`src/rtl/comdec_pkg.sv`:
```
package comdec_pkg;

  typedef struct packed {
    logic [1:0] port;
    logic       force_cs;
    logic       dec_en;
  } comdec_cfg_t;

  localparam int CFG_W  = 8;
  localparam int PIN_W  = 2;
  localparam int HADR_W = 10;

  function automatic logic [HADR_W-1:0] port_base(input logic [1:0] p);
    logic [HADR_W-1:0] b;
    b = {1'b1, ~p[0], 8'hF8};
    if (p[1]) b = b - 10'h010;
    return b;
  endfunction

endpackage

```
`src/rtl/comdec_cfg_reg.sv`:
```
module comdec_cfg_reg
  import comdec_pkg::*;
#(
  parameter int SYNC_STAGES = 2
) (
  input  logic             clk,
  input  logic             rst_n,
  input  logic             cfg_we,
  input  logic [CFG_W-1:0] cfg_wdata,
  input  logic [PIN_W-1:0] com_pins,
  output comdec_cfg_t      cfg_q,
  output logic [CFG_W-1:0] cfg_rdata
);

  comdec_cfg_t      cfg_d;
  logic [PIN_W-1:0] sync_q [SYNC_STAGES];
  logic [PIN_W-1:0] sync_d [SYNC_STAGES];

  always_comb begin
    cfg_d.dec_en   = cfg_wdata[0];
    cfg_d.force_cs = cfg_wdata[1];
    cfg_d.port     = cfg_wdata[4:3];
  end

  always_ff @(posedge clk or negedge rst_n) begin
    if (!rst_n)      cfg_q <= '0;
    else if (cfg_we) cfg_q <= cfg_d;
  end

  always_comb begin
    sync_d[0] = com_pins;
    for (int i = 1; i < SYNC_STAGES; i++) sync_d[i] = sync_q[i-1];
  end

  always_ff @(posedge clk or negedge rst_n) begin
    if (!rst_n) begin
      for (int i = 0; i < SYNC_STAGES; i++) sync_q[i] <= '0;
    end else begin
      for (int i = 0; i < SYNC_STAGES; i++) sync_q[i] <= sync_d[i];
    end
  end

  assign cfg_rdata = {1'b0, sync_q[SYNC_STAGES-1], cfg_q.port, 1'b0,
                      cfg_q.force_cs, cfg_q.dec_en};

  // configuration holds without a write
  p_cfg_hold_r8: assert property (@(posedge clk) disable iff (!rst_n)
    !cfg_we |=> $stable(cfg_q));

  // reserved read-back bits stay zero
  p_rsvd_zero_r8: assert property (@(posedge clk) disable iff (!rst_n)
    (cfg_rdata[7] == 1'b0) && (cfg_rdata[2] == 1'b0));

  // configuration is cleared when reset is released
  p_reset_clear_r6: assert property (@(posedge clk) disable iff (!rst_n)
    $rose(rst_n) |-> (cfg_q == '0));

endmodule

```
`src/rtl/comdec_match.sv`:
```
module comdec_match
  import comdec_pkg::*;
#(
  parameter int ADDR_HI = 9,
  parameter int ADDR_LO = 3,
  localparam int AW = ADDR_HI - ADDR_LO + 1
) (
  input  logic        clk,
  input  logic        rst_n,
  input  logic [AW-1:0] host_addr,
  input  logic        host_aen,
  input  logic        host_rd_n,
  input  logic        host_wr_n,
  input  logic        ext_cs_n,
  input  comdec_cfg_t cfg,
  output logic        mimic_sel,
  output logic        cs_out_n
);

  logic [HADR_W-1:0] base_full;
  logic [AW-1:0]     base_field;
  logic              addr_hit;
  logic              strobe;

  always_comb begin
    base_full  = port_base(cfg.port);
    base_field = base_full[ADDR_HI:ADDR_LO];
    addr_hit   = cfg.dec_en && !host_aen && (host_addr == base_field);
    strobe     = !host_rd_n || !host_wr_n;
    mimic_sel  = cfg.dec_en ? addr_hit : !ext_cs_n;
    cs_out_n   = !(addr_hit && cfg.force_cs && strobe);
  end

  // decoded select implies the address equals the chosen base
  p_sel_on_base_r1: assert property (@(posedge clk) disable iff (!rst_n)
    (cfg.dec_en && mimic_sel) |-> (host_addr == port_base(cfg.port)[ADDR_HI:ADDR_LO]));

  // forced chip select needs a host strobe
  p_cs_needs_strobe_r3: assert property (@(posedge clk) disable iff (!rst_n)
    !cs_out_n |-> (!host_rd_n || !host_wr_n) && cfg.force_cs);

  // mailbox space produces no select
  p_mailbox_quiet_r4: assert property (@(posedge clk) disable iff (!rst_n)
    host_aen |-> cs_out_n && !(cfg.dec_en && mimic_sel));

endmodule

```
`src/rtl/comdec_irq_route.sv`:
```
module comdec_irq_route
  import comdec_pkg::*;
#(
  parameter int NUM_PINS = 2
) (
  input  logic                clk,
  input  logic                rst_n,
  input  comdec_cfg_t         cfg,
  input  logic                mimic_irq,
  output logic [NUM_PINS-1:0] hint_o,
  output logic [NUM_PINS-1:0] hint_oe
);

  localparam int SEL_W = (NUM_PINS > 1) ? $clog2(NUM_PINS) : 1;

  logic [SEL_W-1:0] pin_idx;

  always_comb begin
    pin_idx = '0;
    if (cfg.dec_en) pin_idx = SEL_W'(cfg.port[0]);
  end

  for (genvar g = 0; g < NUM_PINS; g++) begin : g_pin
    always_comb begin
      hint_oe[g] = (pin_idx == SEL_W'(g));
      hint_o[g]  = hint_oe[g] && mimic_irq;
    end
  end

  // exactly one host interrupt pin is driven
  p_one_driver_r5: assert property (@(posedge clk) disable iff (!rst_n)
    $countones(hint_oe) == 1);

  // the driven pin follows the mimic interrupt
  p_irq_follow_r5: assert property (@(posedge clk) disable iff (!rst_n)
    (hint_o != '0) == mimic_irq);

endmodule

```
`src/rtl/com_addr_decoder.sv`:
```
module com_addr_decoder
  import comdec_pkg::*;
#(
  parameter int ADDR_HI     = 9,
  parameter int ADDR_LO     = 3,
  parameter int SYNC_STAGES = 2,
  localparam int AW = ADDR_HI - ADDR_LO + 1
) (
  input  logic             clk,
  input  logic             rst_n,
  input  logic [AW-1:0]    host_addr,
  input  logic             host_aen,
  input  logic             host_rd_n,
  input  logic             host_wr_n,
  input  logic             ext_cs_n,
  input  logic [1:0]       com_pins,
  input  logic             mimic_irq,
  input  logic             cfg_we,
  input  logic [7:0]       cfg_wdata,
  output logic [7:0]       cfg_rdata,
  output logic             mimic_sel,
  output logic             cs_out_n,
  output logic [1:0]       hint_o,
  output logic [1:0]       hint_oe
);

  comdec_cfg_t cfg;

  comdec_cfg_reg #(.SYNC_STAGES(SYNC_STAGES)) u_cfg (
    .clk       (clk),
    .rst_n     (rst_n),
    .cfg_we    (cfg_we),
    .cfg_wdata (cfg_wdata),
    .com_pins  (com_pins),
    .cfg_q     (cfg),
    .cfg_rdata (cfg_rdata)
  );

  comdec_match #(.ADDR_HI(ADDR_HI), .ADDR_LO(ADDR_LO)) u_match (
    .clk       (clk),
    .rst_n     (rst_n),
    .host_addr (host_addr),
    .host_aen  (host_aen),
    .host_rd_n (host_rd_n),
    .host_wr_n (host_wr_n),
    .ext_cs_n  (ext_cs_n),
    .cfg       (cfg),
    .mimic_sel (mimic_sel),
    .cs_out_n  (cs_out_n)
  );

  comdec_irq_route #(.NUM_PINS(2)) u_irq (
    .clk       (clk),
    .rst_n     (rst_n),
    .cfg       (cfg),
    .mimic_irq (mimic_irq),
    .hint_o    (hint_o),
    .hint_oe   (hint_oe)
  );

  // with decoding off the select mirrors the external chip select
  p_ext_passthru_r2: assert property (@(posedge clk) disable iff (!rst_n)
    !cfg_rdata[0] |-> (mimic_sel == !ext_cs_n) && cs_out_n);

endmodule

```
`config.mk`:
```
export PLATFORM = sky130hd
export DESIGN_NAME = com_addr_decoder
export DESIGN_NICKNAME = d
export VERILOG_FILES = /design/src/rtl/comdec_pkg.sv /design/src/rtl/comdec_cfg_reg.sv /design/src/rtl/comdec_match.sv /design/src/rtl/comdec_irq_route.sv /design/src/rtl/com_addr_decoder.sv
export SDC_FILE = /design/constraint.sdc
export NUM_CORES = 1
export LEC_CHECK = 0
export ABC_AREA = 1
export ABC_CLOCK_PERIOD_IN_PS = 1000
export BUFFER_PORTS_ARGS = -buffer_cell sky130_fd_sc_hd__buf_2
export CAP_MARGIN = 10
export CORE_AREA = 2 2 39 41
export DETAILED_ROUTE_END_ITERATION = 8
export DIE_AREA = 0 0 41 43
export GPL_TIMING_DRIVEN = 0
export PLACE_DENSITY = 0.66
export REMOVE_ABC_BUFFERS = 1
export SYNTH_ARGS = -nofsm -noshare
export SYNTH_HDL_FRONTEND = slang
export SYNTH_SLANG_ARGS = --single-unit
```
`constraint.sdc`:
```
create_clock -name clk -period 1 [get_ports clk]
set_input_delay 0.15 -clock clk [delete_from_list [all_inputs] [get_ports clk]]
set_output_delay 0.15 -clock clk [all_outputs]
set_load 0.02 [all_outputs]
```
==> results of run 1 <==
[placed cells by master (no fill, tap or decap), types with 3 or more instances in the layout]
master,instances
nand2_1,14
nand2_2,3
o21ai_0,4
inv_1,9
dlygate4sd3_1,3
nor2_1,4
nor2_2,4
buf_4,6
nand3_1,3
buf_2,25
clkbuf_4,3
dfrtp_1,7
buf_6,4
[how the worst max path moves through the flow]
stage	from	endpoint	slack, ns	cells after the start
global placement	u_cfg.cfg_q[0]	mimic_sel	-0.05	3
floorplan	u_cfg.cfg_q[0]	hint_o[0]	-0.34	3
CTS	u_cfg.cfg_q[3]	mimic_sel	-0.30	7
detailed placement	u_cfg.cfg_q[0]	mimic_sel	-0.05	3
global route	u_cfg.cfg_q[3]	mimic_sel	-0.42	7
finish	u_cfg.cfg_q[2]	cs_out_n	-0.29	6
[area by class of cell]
class | instances | share of cell area [%]
repair buffers | 38 | 35.1
flip-flops and latches | 8 | 28.9
multi-input cells | 36 | 24.0
inverters | 11 | 5.91
clock buffers | 3 | 3.23
well taps | 16 | 2.87
[metal layers]
metal	global-route usage [%]	wire length [um]	up-vias
li1	-	-	240
met1	16.4	352	196
met2	20.9	472	20
met3	1.57	93	0
met4	8.00	0	0
met5	0	0	-
[critical path, cell delays in order, from the launching register on]
cell and delay [ns]:
dfrtp_1 0.39, inv_2 0.05, nand2_1 0.06, nand2_2 0.06
nor2_1 0.10, nand3_1 0.09, buf_6 0.14
[cells by family after synthesis]
kind of cell,share of synthesized area [%]
DFF,48.5
other,0.908
and+or+nand+nor,29.1
AOI/OAI and AO/OA,6.06
buffers and inverters,15.5
[metrics by stage]
step | setup TNS (ns) | setup WS [ns] | hold slack (ns) | instances
2_1_floorplan | -0.780 | -0.341 | -0.146 | 55
3_3_place_gp | -0.0837 | -0.0510 | -0.00366 | 103
3_5_place_dp | -0.0703 | -0.0454 | -0.00607 | 103
4_1_cts | -1.38 | -0.301 | 0.0976 | 112
5_1_grt | -1.83 | -0.415 | 0.127 | 112
6_report | -1.26 | -0.286 | 0.107 | 112
[flip-flops by register name (all words and copies together) (netlist names)]
name / cells
u_cfg.cfg_rdata: 2
u_cfg.sync_d: 2
u_cfg.cfg_q: 4
[power by group through the flow]
| stage | Sequential, uW | Combinational [uW] | Clock [uW] |
|---|---|---|---|
| after floorplan | 390 | 77.3 | 0 |
| after global placement | 367 | 188 | 0 |
| after detailed placement | 367 | 191 | 0 |
| after CTS | 364 | 240 | 249 |
| after global routing | 367 | 275 | 275 |
| final | 363 | 244 | 238 |
[cell usage after synthesis]
master   count  area, um2
a21oi_1      1       5.00
buf_4        3       22.5
conb_1       1       3.75
dfrtp_1      8        200
inv_1       10       37.5
inv_2        1       3.75
nand2_1     17       63.8
nand3_1      3       15.0
nor2_1       6       22.5
nor2_2       2       12.5
o21ai_0      4       20.0
or2_2        1       6.26
[repair_timing]
item / in CTS / in global routing
setup endpoints to repair: 7 / 8
setup buffers: 3 / 0
resized for setup: 15 / 4
cloned: 0 / 0
pin swaps: 3 / 2
hold buffers: 3 / 0
endpoints found under the hold margin: 10 / 0
==> impl_metrics.yaml, run 1 <==
timing:
  setup_viol: 7
  rsz0062_at_grt: "yes"
  slew_viol_final: 0
  finalCriticalPeriod_ns: 1.29
  hold_viol: 0
  fmax_mhz: 777
  worst_slack_ns: -0.286
  period_share_pct: 129
  finClkSkew_ns: 0.0000751
worst_setup_path:
  arrival_ns: 1.14
  cp-end-kind: "output port"
  worstPathRequired_ns: 0.85
  reg2reg_from: "u_cfg.cfg_q[0]"
  critPathMaxFanout: 4
  critPathKind: "register to output port"
  reg2reg_depth: 3
  r2r_slack_ns: 0.22
  start_kind: "register"
  reg2reg_to: "u_cfg.cfg_q[0]"
power:
  p_sw_share_pct: 29.2
  power_uw: 846
  p_leak_uw: 0.000406
  vdd_drop_max_mv: 0.593
  clockPowerShare_pct: 28.2
  power.switching_uw: 247
  power.internal_uw: 599
  powerDensity_nw_per_um2: 1210
  pwr-share-comb_pct: 28.9
  power_frac_seq_pct: 42.9
floorplan:
  coreArea_um2: 1380
  io_pins: 39
  fp.dieArea_um2: 1760
  die_h_um: 43
  initial_utilization_pct: 29.8
  rows: 14
  die_x_um: 41
grt:
  grt_pass1_vias: 453
  antenna_found_initial: 0
  grt_max_degree: 9
  grt_usage_pct: 13.3
  grt_first_pass_wirelength_um: 1620
  grt.overflow.total: 0
clock_tree:
  clock_latency_ns: 0.25
  root_buffer: "clkbuf_4"
  htree_levels: 1
  clock_sinks: 8
  cts_tree: "built"
  cts_buffers: 3
  clk_path_buf_depth: 2
  clk_pin_slew_ns: 0.05
drt:
  vias: 456
  drt_iter0_markers: 0
  drc: 0
  routed_wirelength_um: 919
  dr.pass1.iters: 1
  via_per_inst: 4.07
  routedWlPerCell_um: 8.21
  postRouteAntennaNets: 0
logic_synthesis:
  synth_area_um2: 413
  syn_inst: 57
  yosysSeqAreaShare_pct: 48.5
  avgSynthCellArea_um2: 7.24
  ys_types: 12
  ys_ff_latch: 8
  synth_warnings: 0
cells_and_area:
  diodes: 0
  synthToLayoutAreaGrowth_pct: 69.1
  layout-drive-gt1-share_pct: 51.0
  fillers: 140
  fin_nets: 123
  final_util_pct: 50.5
  seq_area_um2: 201
  fin_area_um2: 698
  multi_input_area_um2: 168
worst_hold_path:
  holdPathStages: 3
  min_to: "u_cfg.cfg_q[3]"
  min-delay-start: "cfg_wdata[4]"
  hp-class: "primary input to register"
place:
  hpwlAfterDp_um: 682
  port_buffers: 32
  place.gp.congestion: 0.633
  dpl-instance-area_um2: 574
flow_run:
  maxCapViolations: 0
run_status:
  status: "finished with violations"
  violations: "setup timing"
No activity file was read; power rests on OpenSTA's default activity.
==> run 2: changes to the inputs <==
Settings changed: PLACE_DENSITY 0.66 to 0.67, SYNTH_HIERARCHICAL set to 1.
==> run 2 against run 1 <==
Effect of this change: the flow still finishes with violations (setup timing); die area stayed put; utilization increased by 3.2 points; worst hold slack got worse by 0.0070 ns; non-clock buffer count grew 4; count of clock-buffer cells in the layout stayed put; power grew 4.5%; first-iteration DRC count rose by 4; combinational power is 16% higher; clock power about the same; sequential share of layout area is 1.7 points lower; clock skew increased by 0.0046 ns; largest cell class unchanged; largest power group unchanged; highest routed layer unchanged.
==> impl_metrics.yaml, run 2 <==
run_status:
  status: "finished with violations"
  violations: "setup timing"
cells_and_area:
  diodes: 0
  fin_nets: 124
  mostFrequentLayoutCells: "buf_2, nand2_1, buf_6, inv_1, dfrtp_1"
  layout-drive-gt1-share_pct: 52.6
  largest-register: "u_cfg/cfg_q"
  largest_reg_flops: 4
  layout_commonest_cell: "buf_2"
  synthToLayoutAreaGrowth_pct: 70.9
  fin_area_um2: 742
worst_setup_path:
  r2r_slack_ns: 0.01
  worstPathRequired_ns: 0.85
  start_kind: "register"
  critPathKind: "register to output port"
  reg2reg_to: "u_cfg/cfg_q[2]"
  cp-startpoint: "u_cfg/cfg_q[3]"
  critPathMaxFanout: 3
  reg2reg_depth: 5
  cp-end-kind: "output port"
  reg2reg_from: "u_cfg/cfg_q[2]"
  arrival_ns: 1.17
floorplan:
  die_x_um: 41
  initial_utilization_pct: 31.4
  io_pins: 39
  die_h_um: 43
  rows: 14
  fp.dieArea_um2: 1760
  coreArea_um2: 1380
logic_synthesis:
  avgSynthCellArea_um2: 7.49
  synth_area_um2: 434
  synth_edf_count: 0
  yosysSeqAreaShare_pct: 46.1
  ys_ff_latch: 8
  ys_types: 12
  synth_warnings: 6
  yosysMostFrequentCell: "nand2_1"
  yosysTopAreaCell: "dfrtp_1"
  yosys.area.top_type_share_pct: 46.1
  synth_commonest_cells: "nand2_1, inv_1, dfrtp_1"
  syn_inst: 58
  async_flop_share_pct: 100
  yosys-top-cells-area: "dfrtp_1, nand2_1, buf_4, inv_1, nor2_2"
  synth_top_flop_cell: "dfrtp_1"
place:
  port_buffers: 32
  dpl-instance-area_um2: 566
  hpwlAfterDp_um: 711
  place.gp.congestion: 0.665
grt:
  grt_first_pass_wirelength_um: 1480
  grt_pass1_vias: 396
  grt.overflow.total: 0
  grt_usage_pct: 12.5
  grt_max_degree: 9
  antenna_found_initial: 0
timing:
  finalCriticalPeriod_ns: 1.32
  worst_slack_ns: -0.317
  finClkSkew_ns: 0.00463
  setup_viol: 8
  period_share_pct: 132
  slew_viol_final: 0
  fmax_mhz: 759
  rsz0062_at_grt: "yes"
  hold_viol: 0
drt:
  postRouteAntennaNets: 0
  vias: 456
  routedWlPerCell_um: 8.78
  drt_iter0_markers: 4
  via_per_inst: 4.04
  dr.pass1.iters: 2
  drc: 0
  routed_wirelength_um: 992
worst_hold_path:
  hp-class: "primary input to register"
  min_to: "u_cfg/cfg_q[3]"
  holdPathStages: 3
  min-delay-start: "cfg_wdata[4]"
clock_tree:
  clock_latency_ns: 0.25
  root_buffer: "clkbuf_4"
  clk_path_buf_depth: 2
  clk_pin_slew_ns: 0.05
  htree_levels: 1
  cts_buffers: 3
  clock_sinks: 8
  cts_tree: "built"
flow_run:
  maxCapViolations: 0
power:
  power_uw: 884
  powerDensity_nw_per_um2: 1190
  vdd_drop_max_mv: 0.696
  p_leak_uw: 0.000449
run 2: changes by cell type after synthesis, sizes merged:
| cell | change |
|---|---|
| inv | -1 |
| buf | +4 |
| nand3 | -1 |
| a21boi | +1 |
| nor2 | -5 |
| nand2 | +7 |
| o21ai | -4 |
run 2: where the power goes:
| part | switching [uW] | internal (uW) |
|---|---|---|
| clock network | 101 | 137 |
| registers | 14.7 | 348 |
| logic | 138 | 145 |
| total | 255 | 629 |
run 2: cell type report:
class / instances / area, um2
Tap cell: 16 / 20.0
Sequential cell: 8 / 201
Multi-Input combinational cell: 34 / 156
Inverter: 10 / 37.5
Timing Repair Buffer: 42 / 304
Fill cell: 142 / 642
Clock buffer: 3 / 22.5
run 2: repair_timing:
action	in CTS	in global routing
resized for setup	20	3
setup endpoints to repair	8	9
setup buffers	6	2
pin swaps	1	0
hold buffers	3	0
hold endpoints to repair	10	0
run 2: worst max-delay path, cell delays in order (launching register included):
cell	delay, ns
dfrtp_1	0.38
inv_1	0.05
nand2_1	0.06
nand2_1	0.06
nor2_2	0.11
nand2_1	0.06
nand2_1	0.07
buf_6	0.12
run 2: metal layers:
metal / up-vias / track usage, % / share of wire [%] / wire length (um)
met5: - / 0 / 0 / 0
met4: 0 / 8.00 / 0 / 0
met3: 0 / 1.57 / 7.4 / 73
met2: 21 / 19.7 / 54 / 539
met1: 199 / 15.2 / 38 / 379
li1: 236 / - / - / -
run 2: how the worst max path moves through the flow:
stage / endpoint / cells past startpoint / slack [ns]
after global routing: mimic_sel / 7 / -0.40
after global placement: mimic_sel / 7 / -0.13
after CTS: mimic_sel / 7 / -0.32
after detailed placement: mimic_sel / 7 / -0.14
after floorplan: mimic_sel / 6 / -0.13
final: mimic_sel / 7 / -0.32
run 2: metrics by stage:
stage,hold slack [ns],setup slack [ns],setup TNS [ns],util [%],cells
4_1_cts,0.0876,-0.324,-1.63,52.4,112
3_5_place_dp,-0.00551,-0.139,-0.239,40.9,100
3_3_place_gp,-0.00649,-0.131,-0.227,40.9,100
6_report,0.0996,-0.317,-1.96,53.6,113
5_1_grt,0.109,-0.395,-2.44,53.6,113
2_1_floorplan,-0.146,-0.127,-0.348,-,52
run 2: cells by family (layout without fill, tap and decap cells):
logic type / count (synthesis) / after routing / synth area share [%]
buffers and inverters: 17 / 55 / 20.7
AO/OA/AOI/OAI: 2 / 2 / 2.88
flip-flops: 8 / 8 / 46.1
AND/OR/NAND/NOR: 30 / 30 / 29.4
other: 1 / 2 / 0.864
